--- src/rtl/clu_inv_pkg.sv ---
package clu_inv_pkg;

    typedef enum logic [1:0] {
        OP_READ  = 2'd0,
        OP_WRITE = 2'd1,
        OP_EVICT = 2'd2,
        OP_NONE  = 2'd3
    } lop_e;

    // Which side asked for a local fan-out.
    typedef enum logic {
        SRC_LOCAL    = 1'b0,
        SRC_UPSTREAM = 1'b1
    } fan_src_e;

    localparam int DEF_NCORE = 4;
    localparam int DEF_NBLK  = 8;

endpackage

--- src/rtl/clu_track.sv ---
module clu_track #(
    parameter int NCORE = 4,
    parameter int NBLK  = 8,
    localparam int AW   = (NBLK > 1) ? $clog2(NBLK) : 1
) (
    input  logic             clk,
    input  logic             rst,
    input  logic [AW-1:0]    rd_blk,
    output logic             rd_present,
    output logic             rd_wperm,
    output logic [NCORE-1:0] rd_share,
    input  logic             wr_en,
    input  logic [AW-1:0]    wr_blk,
    input  logic             wr_present,
    input  logic             wr_wperm,
    input  logic [NCORE-1:0] wr_share
);

    logic [NBLK-1:0]  present_q;
    logic [NBLK-1:0]  wperm_q;
    logic [NCORE-1:0] share_q [NBLK];

    always_ff @(posedge clk) begin
        if (rst) begin
            present_q <= '0;
            wperm_q   <= '0;
            for (int b = 0; b < NBLK; b++) share_q[b] <= '0;
        end else if (wr_en) begin
            present_q[wr_blk] <= wr_present;
            wperm_q[wr_blk]   <= wr_wperm;
            share_q[wr_blk]   <= wr_share;
        end
    end

    assign rd_present = present_q[rd_blk];
    assign rd_wperm   = wperm_q[rd_blk];
    assign rd_share   = share_q[rd_blk];


    incl_chk: assert property (@(posedge clk) disable iff (rst)
        (rd_share != '0) |-> rd_present);


    wperm_pres_chk: assert property (@(posedge clk) disable iff (rst)
        rd_wperm |-> rd_present);

endmodule

--- src/rtl/clu_fanout.sv ---
module clu_fanout
    import clu_inv_pkg::*;
#(
    parameter int NCORE = 4,
    parameter int NBLK  = 8,
    localparam int AW   = (NBLK > 1) ? $clog2(NBLK) : 1
) (
    input  logic             clk,
    input  logic             rst,
    input  logic             start,
    input  logic [NCORE-1:0] start_mask,
    input  logic [AW-1:0]    start_blk,
    input  fan_src_e         start_src,
    input  logic [NCORE-1:0] lack,
    output logic             busy,
    output logic [AW-1:0]    cur_blk,
    output logic             linv_valid,
    output logic [NCORE-1:0] linv_mask,
    output logic [AW-1:0]    linv_blk,
    output logic             ack_valid,
    output logic [AW-1:0]    ack_blk
);

    logic [NCORE-1:0] pend_q;
    logic [NCORE-1:0] pend_nxt;
    fan_src_e         src_q;

    assign pend_nxt = pend_q & ~lack;

    always_ff @(posedge clk) begin
        if (rst) begin
            busy       <= 1'b0;
            cur_blk    <= '0;
            pend_q     <= '0;
            src_q      <= SRC_LOCAL;
            linv_valid <= 1'b0;
            linv_mask  <= '0;
            linv_blk   <= '0;
            ack_valid  <= 1'b0;
            ack_blk    <= '0;
        end else begin
            linv_valid <= 1'b0;
            ack_valid  <= 1'b0;
            if (!busy) begin
                if (start) begin
                    cur_blk <= start_blk;
                    src_q   <= start_src;
                    if (start_mask == '0) begin
                        ack_valid <= (start_src == SRC_UPSTREAM);
                        ack_blk   <= start_blk;
                    end else begin
                        busy       <= 1'b1;
                        pend_q     <= start_mask;
                        linv_valid <= 1'b1;
                        linv_mask  <= start_mask;
                        linv_blk   <= start_blk;
                    end
                end
            end else begin
                pend_q <= pend_nxt;
                if (pend_nxt == '0) begin
                    busy      <= 1'b0;
                    ack_valid <= (src_q == SRC_UPSTREAM);
                    ack_blk   <= cur_blk;
                end
            end
        end
    end


    pend_shrink_chk: assert property (@(posedge clk) disable iff (rst)
        (busy && $past(busy)) |-> ((pend_q & ~$past(pend_q)) == '0));


    linv_nz_chk: assert property (@(posedge clk) disable iff (rst)
        linv_valid |-> (linv_mask != '0));


    start_idle_chk: assert property (@(posedge clk) disable iff (rst)
        start |-> !busy);


    ack_idle_chk: assert property (@(posedge clk) disable iff (rst)
        ack_valid |-> !busy);

endmodule

--- src/rtl/clu_inv_combiner.sv ---
module clu_inv_combiner
    import clu_inv_pkg::*;
#(
    parameter int NCORE = DEF_NCORE,
    parameter int NBLK  = DEF_NBLK,
    localparam int AW   = (NBLK > 1) ? $clog2(NBLK) : 1,
    localparam int CW   = (NCORE > 1) ? $clog2(NCORE) : 1
) (
    input  logic             clk,
    input  logic             rst,
    input  logic             lreq_valid,
    output logic             lreq_ready,
    input  logic [1:0]       lreq_op,
    input  logic [CW-1:0]    lreq_core,
    input  logic [AW-1:0]    lreq_blk,
    output logic             lrsp_valid,
    output logic [CW-1:0]    lrsp_core,
    output logic             lrsp_local,
    output logic             up_req_valid,
    output logic             up_req_wr,
    output logic [CW-1:0]    up_req_core,
    output logic [AW-1:0]    up_req_blk,
    input  logic             up_fill_valid,
    output logic             up_fill_ready,
    input  logic             up_fill_wr,
    input  logic [CW-1:0]    up_fill_core,
    input  logic [AW-1:0]    up_fill_blk,
    input  logic             up_inv_valid,
    output logic             up_inv_ready,
    input  logic [AW-1:0]    up_inv_blk,
    output logic             up_ack_valid,
    output logic [AW-1:0]    up_ack_blk,
    output logic             linv_valid,
    output logic [NCORE-1:0] linv_mask,
    output logic [AW-1:0]    linv_blk,
    input  logic [NCORE-1:0] lack
);

    lop_e             op;
    logic             busy;
    logic [AW-1:0]    cur_blk;
    logic             take_inv, take_fill, take_req;
    logic [AW-1:0]    rd_blk;
    logic             t_pres, t_wp;
    logic [NCORE-1:0] t_sh;
    logic             wr_en, wr_present, wr_wperm;
    logic [NCORE-1:0] wr_share;
    logic             st;
    logic [NCORE-1:0] st_mask;
    fan_src_e         st_src;
    logic [NCORE-1:0] rbit, fbit;
    logic             rsp_v, rsp_loc, fwd_v, fwd_wr;

    assign op = lop_e'(lreq_op);

    // Fixed priority: upstream invalidation, then fill, then local request.
    assign up_inv_ready  = !busy;
    assign up_fill_ready = !busy && !up_inv_valid;
    assign lreq_ready    = !(up_inv_valid && !busy) && !(up_fill_valid && !busy)
                           && !(busy && (op == OP_WRITE || lreq_blk == cur_blk));

    assign take_inv  = up_inv_valid && up_inv_ready;
    assign take_fill = up_fill_valid && up_fill_ready;
    assign take_req  = lreq_valid && lreq_ready;

    assign rd_blk = take_inv ? up_inv_blk : (take_fill ? up_fill_blk : lreq_blk);

    always_comb begin
        rbit = '0;
        rbit[lreq_core] = 1'b1;
        fbit = '0;
        fbit[up_fill_core] = 1'b1;
    end

    always_comb begin
        wr_en      = 1'b0;
        wr_present = t_pres;
        wr_wperm   = t_wp;
        wr_share   = t_sh;
        st         = 1'b0;
        st_mask    = '0;
        st_src     = SRC_LOCAL;
        rsp_v      = 1'b0;
        rsp_loc    = 1'b0;
        fwd_v      = 1'b0;
        fwd_wr     = 1'b0;
        if (take_inv) begin
            wr_en      = 1'b1;
            wr_present = 1'b0;
            wr_wperm   = 1'b0;
            wr_share   = '0;
            st         = 1'b1;
            st_mask    = t_sh;
            st_src     = SRC_UPSTREAM;
        end else if (take_fill) begin
            wr_en      = 1'b1;
            wr_present = 1'b1;
            if (up_fill_wr) begin
                wr_wperm = 1'b1;
                wr_share = fbit;
                st_mask  = t_sh & ~fbit;
                st       = (st_mask != '0);
            end else begin
                wr_wperm = 1'b0;
                wr_share = t_sh | fbit;
            end
        end else if (take_req) begin
            unique case (op)
                OP_READ: begin
                    rsp_v = 1'b1;
                    if (t_pres) begin
                        wr_en    = 1'b1;
                        wr_share = t_sh | rbit;
                        rsp_loc  = 1'b1;
                    end else begin
                        fwd_v = 1'b1;
                    end
                end
                OP_WRITE: begin
                    rsp_v = 1'b1;
                    if (t_pres && t_wp) begin
                        wr_en    = 1'b1;
                        wr_share = rbit;
                        st_mask  = t_sh & ~rbit;
                        st       = (st_mask != '0);
                        rsp_loc  = 1'b1;
                    end else begin
                        fwd_v  = 1'b1;
                        fwd_wr = 1'b1;
                    end
                end
                OP_EVICT: begin
                    wr_en    = 1'b1;
                    wr_share = t_sh & ~rbit;
                end
                default: ;
            endcase
        end
    end

    always_ff @(posedge clk) begin
        if (rst) begin
            lrsp_valid   <= 1'b0;
            lrsp_core    <= '0;
            lrsp_local   <= 1'b0;
            up_req_valid <= 1'b0;
            up_req_wr    <= 1'b0;
            up_req_core  <= '0;
            up_req_blk   <= '0;
        end else begin
            lrsp_valid   <= rsp_v;
            lrsp_core    <= lreq_core;
            lrsp_local   <= rsp_loc;
            up_req_valid <= fwd_v;
            up_req_wr    <= fwd_wr;
            up_req_core  <= lreq_core;
            up_req_blk   <= lreq_blk;
        end
    end

    clu_track #(.NCORE(NCORE), .NBLK(NBLK)) u_track (
        .clk        (clk),
        .rst        (rst),
        .rd_blk     (rd_blk),
        .rd_present (t_pres),
        .rd_wperm   (t_wp),
        .rd_share   (t_sh),
        .wr_en      (wr_en),
        .wr_blk     (rd_blk),
        .wr_present (wr_present),
        .wr_wperm   (wr_wperm),
        .wr_share   (wr_share)
    );

    clu_fanout #(.NCORE(NCORE), .NBLK(NBLK)) u_fanout (
        .clk        (clk),
        .rst        (rst),
        .start      (st),
        .start_mask (st_mask),
        .start_blk  (rd_blk),
        .start_src  (st_src),
        .lack       (lack),
        .busy       (busy),
        .cur_blk    (cur_blk),
        .linv_valid (linv_valid),
        .linv_mask  (linv_mask),
        .linv_blk   (linv_blk),
        .ack_valid  (up_ack_valid),
        .ack_blk    (up_ack_blk)
    );


    fwd_pair_chk: assert property (@(posedge clk) disable iff (rst)
        (lrsp_valid && !lrsp_local) |-> up_req_valid);


    inv_fan_chk: assert property (@(posedge clk) disable iff (rst)
        (up_inv_valid && up_inv_ready) |=> (linv_valid || up_ack_valid));

endmodule

--- config.mk ---
export PLATFORM = sky130hd
export DESIGN_NAME = clu_inv_combiner
export DESIGN_NICKNAME = d
export VERILOG_FILES = /design/src/rtl/clu_inv_pkg.sv /design/src/rtl/clu_track.sv /design/src/rtl/clu_fanout.sv /design/src/rtl/clu_inv_combiner.sv
export SDC_FILE = /design/constraint.sdc
export NUM_CORES = 1
export LEC_CHECK = 0
export ABC_AREA = 1
export CAP_MARGIN = 20
export CELL_PAD_IN_SITES_DETAIL_PLACEMENT = 0
export CELL_PAD_IN_SITES_GLOBAL_PLACEMENT = 1
export CORE_ASPECT_RATIO = 1.25
export CORE_MARGIN = 4
export CORE_UTILIZATION = 30
export DETAILED_ROUTE_END_ITERATION = 7
export DONT_BUFFER_PORTS = 1
export PLACE_DENSITY = 0.62
export SLEW_MARGIN = 20
export SYNTH_ARGS = -nofsm -noshare
export SYNTH_HDL_FRONTEND = slang
export SYNTH_SLANG_ARGS = --single-unit
--- constraint.sdc ---
create_clock -name clk -period 5.5 [get_ports clk]
set_input_delay 0.825 -clock clk [delete_from_list [all_inputs] [get_ports clk]]
set_output_delay 0.825 -clock clk [all_outputs]
set_load 0.05 [all_outputs]
==> flow_metrics.env <==
export IMPL_status="finished, final reports clean"
export IMPL_ir_drop_v=0.000215
export IMPL_clk_latency_ns=0.34
export IMPL_pin_count=51
export IMPL_area_growth_pct=8.57
export IMPL_crit_fanout=38
export IMPL_ys_flop_type="dfxtp_1"
export IMPL_reg2reg_depth=17
export IMPL_die_area_sq_um=16500
export IMPL_synth_most_common_cell="nand2_1"
export IMPL_drive_gt1_frac=0.111
export IMPL_fp_dieW_um=116
export IMPL_tightest_slew_ns=0.940
export IMPL_start_util=0.304
export IMPL_worst_setup_path_type="reg -> reg"
export IMPL_wl_per_cell_um=15.9
export IMPL_hold_depth=2
export IMPL_postCtsSetupBuffers=0
export IMPL_synthArstFlopShare=0
export IMPL_dieHeight_um=143
export IMPL_relSlewSlack=0.372
export IMPL_netlist_instances=606
export IMPL_via_count=3719
export IMPL_place_gp_congestion=0.964
export IMPL_yosys_top_cells_area="edfxtp_1 (22%), dfxtp_1 (21%), nand2_1 (16%)"
export IMPL_via_per_inst=4.76
export IMPL_synth_top_area_cell="edfxtp_1"
export IMPL_synth_edf_count=32
export IMPL_period_minus_slack_ns=4.13
export IMPL_synth_area_sq_um=4360
export IMPL_setup_viol=0
export IMPL_yosysWarnings=0
export IMPL_antennaDiodeCount=0
export IMPL_track_usage=0.160
export IMPL_rsz0062_at_grt="false"
export IMPL_cts_root_buf="clkbuf_16"
export IMPL_ctsResizeCount=0
export IMPL_io_buffers=0
export IMPL_drv_slew=0
export IMPL_synth_commonest_cells="nand2_1 (188), nor2_1 (75), inv_1 (59), dfxtp_1 (46), edfxtp_1 (32)"
export IMPL_hold_path_class="reg -> reg"
export IMPL_finalSetupTns_ns=0
export IMPL_clock_path_buffers=2
export IMPL_synth_cell_type_count=35
export IMPL_whs_ns=0.468
export IMPL_power_leakage_nw=2.09
export IMPL_ys_ff_latch=78
export IMPL_hold_viol_final=0
export IMPL_ys_seq_area_frac=0.431
export IMPL_drcViolationCount=0
export IMPL_nNetsFinal=623
export IMPL_drt_initial_drc_count=301
export IMPL_postCtsHoldBufs=0
export IMPL_cts_sinks=78
export IMPL_core_area_sq_um=14300
export IMPL_path_clk_slew_ns=0.06
export IMPL_first_pass_iters=4
export IMPL_avgSynthCellArea_sq_um=7.20
export IMPL_place_hpwl_um=9460
export IMPL_drv_cap=0
export IMPL_num_rows=49
export IMPL_fill_cells=1579
export IMPL_grt_pass1_wl_um=20000
export IMPL_end_kind="register"
export IMPL_cts_buffers=9
export IMPL_arrival_ns=4.21
export IMPL_finClkSkew_ns=0.00677
export IMPL_cts_max_level=3
export IMPL_grt_max_degree=39
export IMPL_required_ns=5.58
export IMPL_cellPowerDensity_nw_per_um2=404
export IMPL_fmax_ghz=0.242
export IMPL_wl_um=12400
export IMPL_finalPower_w=0.00191
export IMPL_yosys_area_top_type_share=0.220
export IMPL_critPathLaunchType="register"
export IMPL_tritoncts="done"
export IMPL_drtAntennaViolNets=0
export IMPL_fin_area_sq_um=4740
export IMPL_syn_nets=631
export IMPL_dpl_cell_area_sq_um=4450
export IMPL_post_route_period_util=0.751
export IMPL_antenna_found_initial=0
export IMPL_grt_ovfl_total=0
export IMPL_grt_pass1_vias=3713
[worst max-delay path, stage by stage, from the launching register on]
cell,delay [ns]
dfxtp_1,0.57
clkinv_2,0.41
nand2_2,0.40
or2_1,0.15
buf_4,0.23
nand2_4,0.26
nand2_1,0.15
nand2_1,0.06
nand2_1,0.05
nand2_1,0.06
nand2_1,0.10
nand2_1,0.13
nor2_4,0.23
nand2_4,0.11
a21oi_1,0.31
o211ai_1,0.15
nand2_1,0.38
nor2_1,0.08
[per-layer routing]
| metal | vias to the layer above | share of wire | GRT usage |
|---|---|---|---|
| li1 | 1919 | - | - |
| met1 | 1684 | 0.43 | 0.192 |
| met2 | 91 | 0.49 | 0.270 |
| met3 | 25 | 0.049 | 0.0390 |
| met4 | 0 | 0.033 | 0.0684 |
| met5 | - | 0 | 0 |
[power by group]
part           switching [W]  leakage, nW  internal [W]
registers           0.000110        0.711      0.000667
clock network       0.000238        0.133      0.000347
logic               0.000404         1.25      0.000148
[logic make-up after synthesis]
group | count (synthesis) | synth area share
AO/OA/AOI/OAI | 70 | 0.0883
XOR/XNOR | 2 | 0.00402
buffers and inverters | 98 | 0.104
flip-flops | 78 | 0.431
AND/OR/NAND/NOR | 358 | 0.373
[state kept, by name, summed over array words and instances (netlist names), 2 cells and up]
register            count
u_track.share_q        32
u_track.present_q       8
u_track.wperm_q         8
u_fanout.linv_mask      4
u_fanout.pend_q         4
u_fanout.ack_blk        3
u_fanout.cur_blk        3
u_fanout.linv_blk       3
up_req_blk              3
up_req_core             2
[cell type report]
type,instances,area [sq um],area share
inverters,75,283,0.0597
flip-flops and latches,78,1880,0.397
clock buffers,9,225,0.0475
multi-input cells,430,2030,0.428
clock inverters,7,65.1,0.0137
well taps,178,223,0.0470
repair buffers,4,30.0,0.00634
[path summary, 6_finish.rpt]
kind                            slack (ns)                             endpoint                       startpoint
worst max register to register        1.37  u_track.share_q[0][2]$_SDFFCE_PN0P_         u_fanout.busy$_SDFF_PP0_
worst min register to register        0.47      u_track.wperm_q[0]$_SDFFE_PP0P_  u_track.wperm_q[0]$_SDFFE_PP0P_
worst min-delay path                  0.47      u_track.wperm_q[0]$_SDFFE_PP0P_  u_track.wperm_q[0]$_SDFFE_PP0P_
worst max-delay path                  1.37  u_track.share_q[0][2]$_SDFFCE_PN0P_         u_fanout.busy$_SDFF_PP0_
[placed cells by master, fill, tap and decap left out]
cell type     n
clkinvlp_4    3
inv_1        59
nand4_2       1
o21ai_0      18
clkinv_2      2
o21bai_1      1
o21ai_2       3
o22ai_1       1
or2_1         1
a21boi_0      1
nand2_4       5
o21ai_1      15
buf_4         4
or2_2         1
nand3_2       5
a21oi_1      24
clkbuf_16     9
nand3b_1     16
nor3_1        5
nor2_2        9
inv_2        12
edfxtp_1     32
nor2_1       75
nor2_4        3
nand4_1      11
nor4_1        2
nand2_2       9
bufinv_16     1
xnor2_1       2
clkinv_1      5
dfxtp_1      46
nand3_1      27
o211ai_1      7
nand2_1     188
[stage by stage]
stage | util | setup slack [ns] | std cells
after floorplan | - | 2.37 | 606
after global placement | 0.310 | 1.31 | 765
after detailed placement | 0.310 | 1.26 | 765
after CTS | 0.330 | 1.30 | 781
after global routing | 0.330 | 0.871 | 781
final | 0.330 | 1.37 | 781
Note: power is estimated with default switching activity, not from simulation.
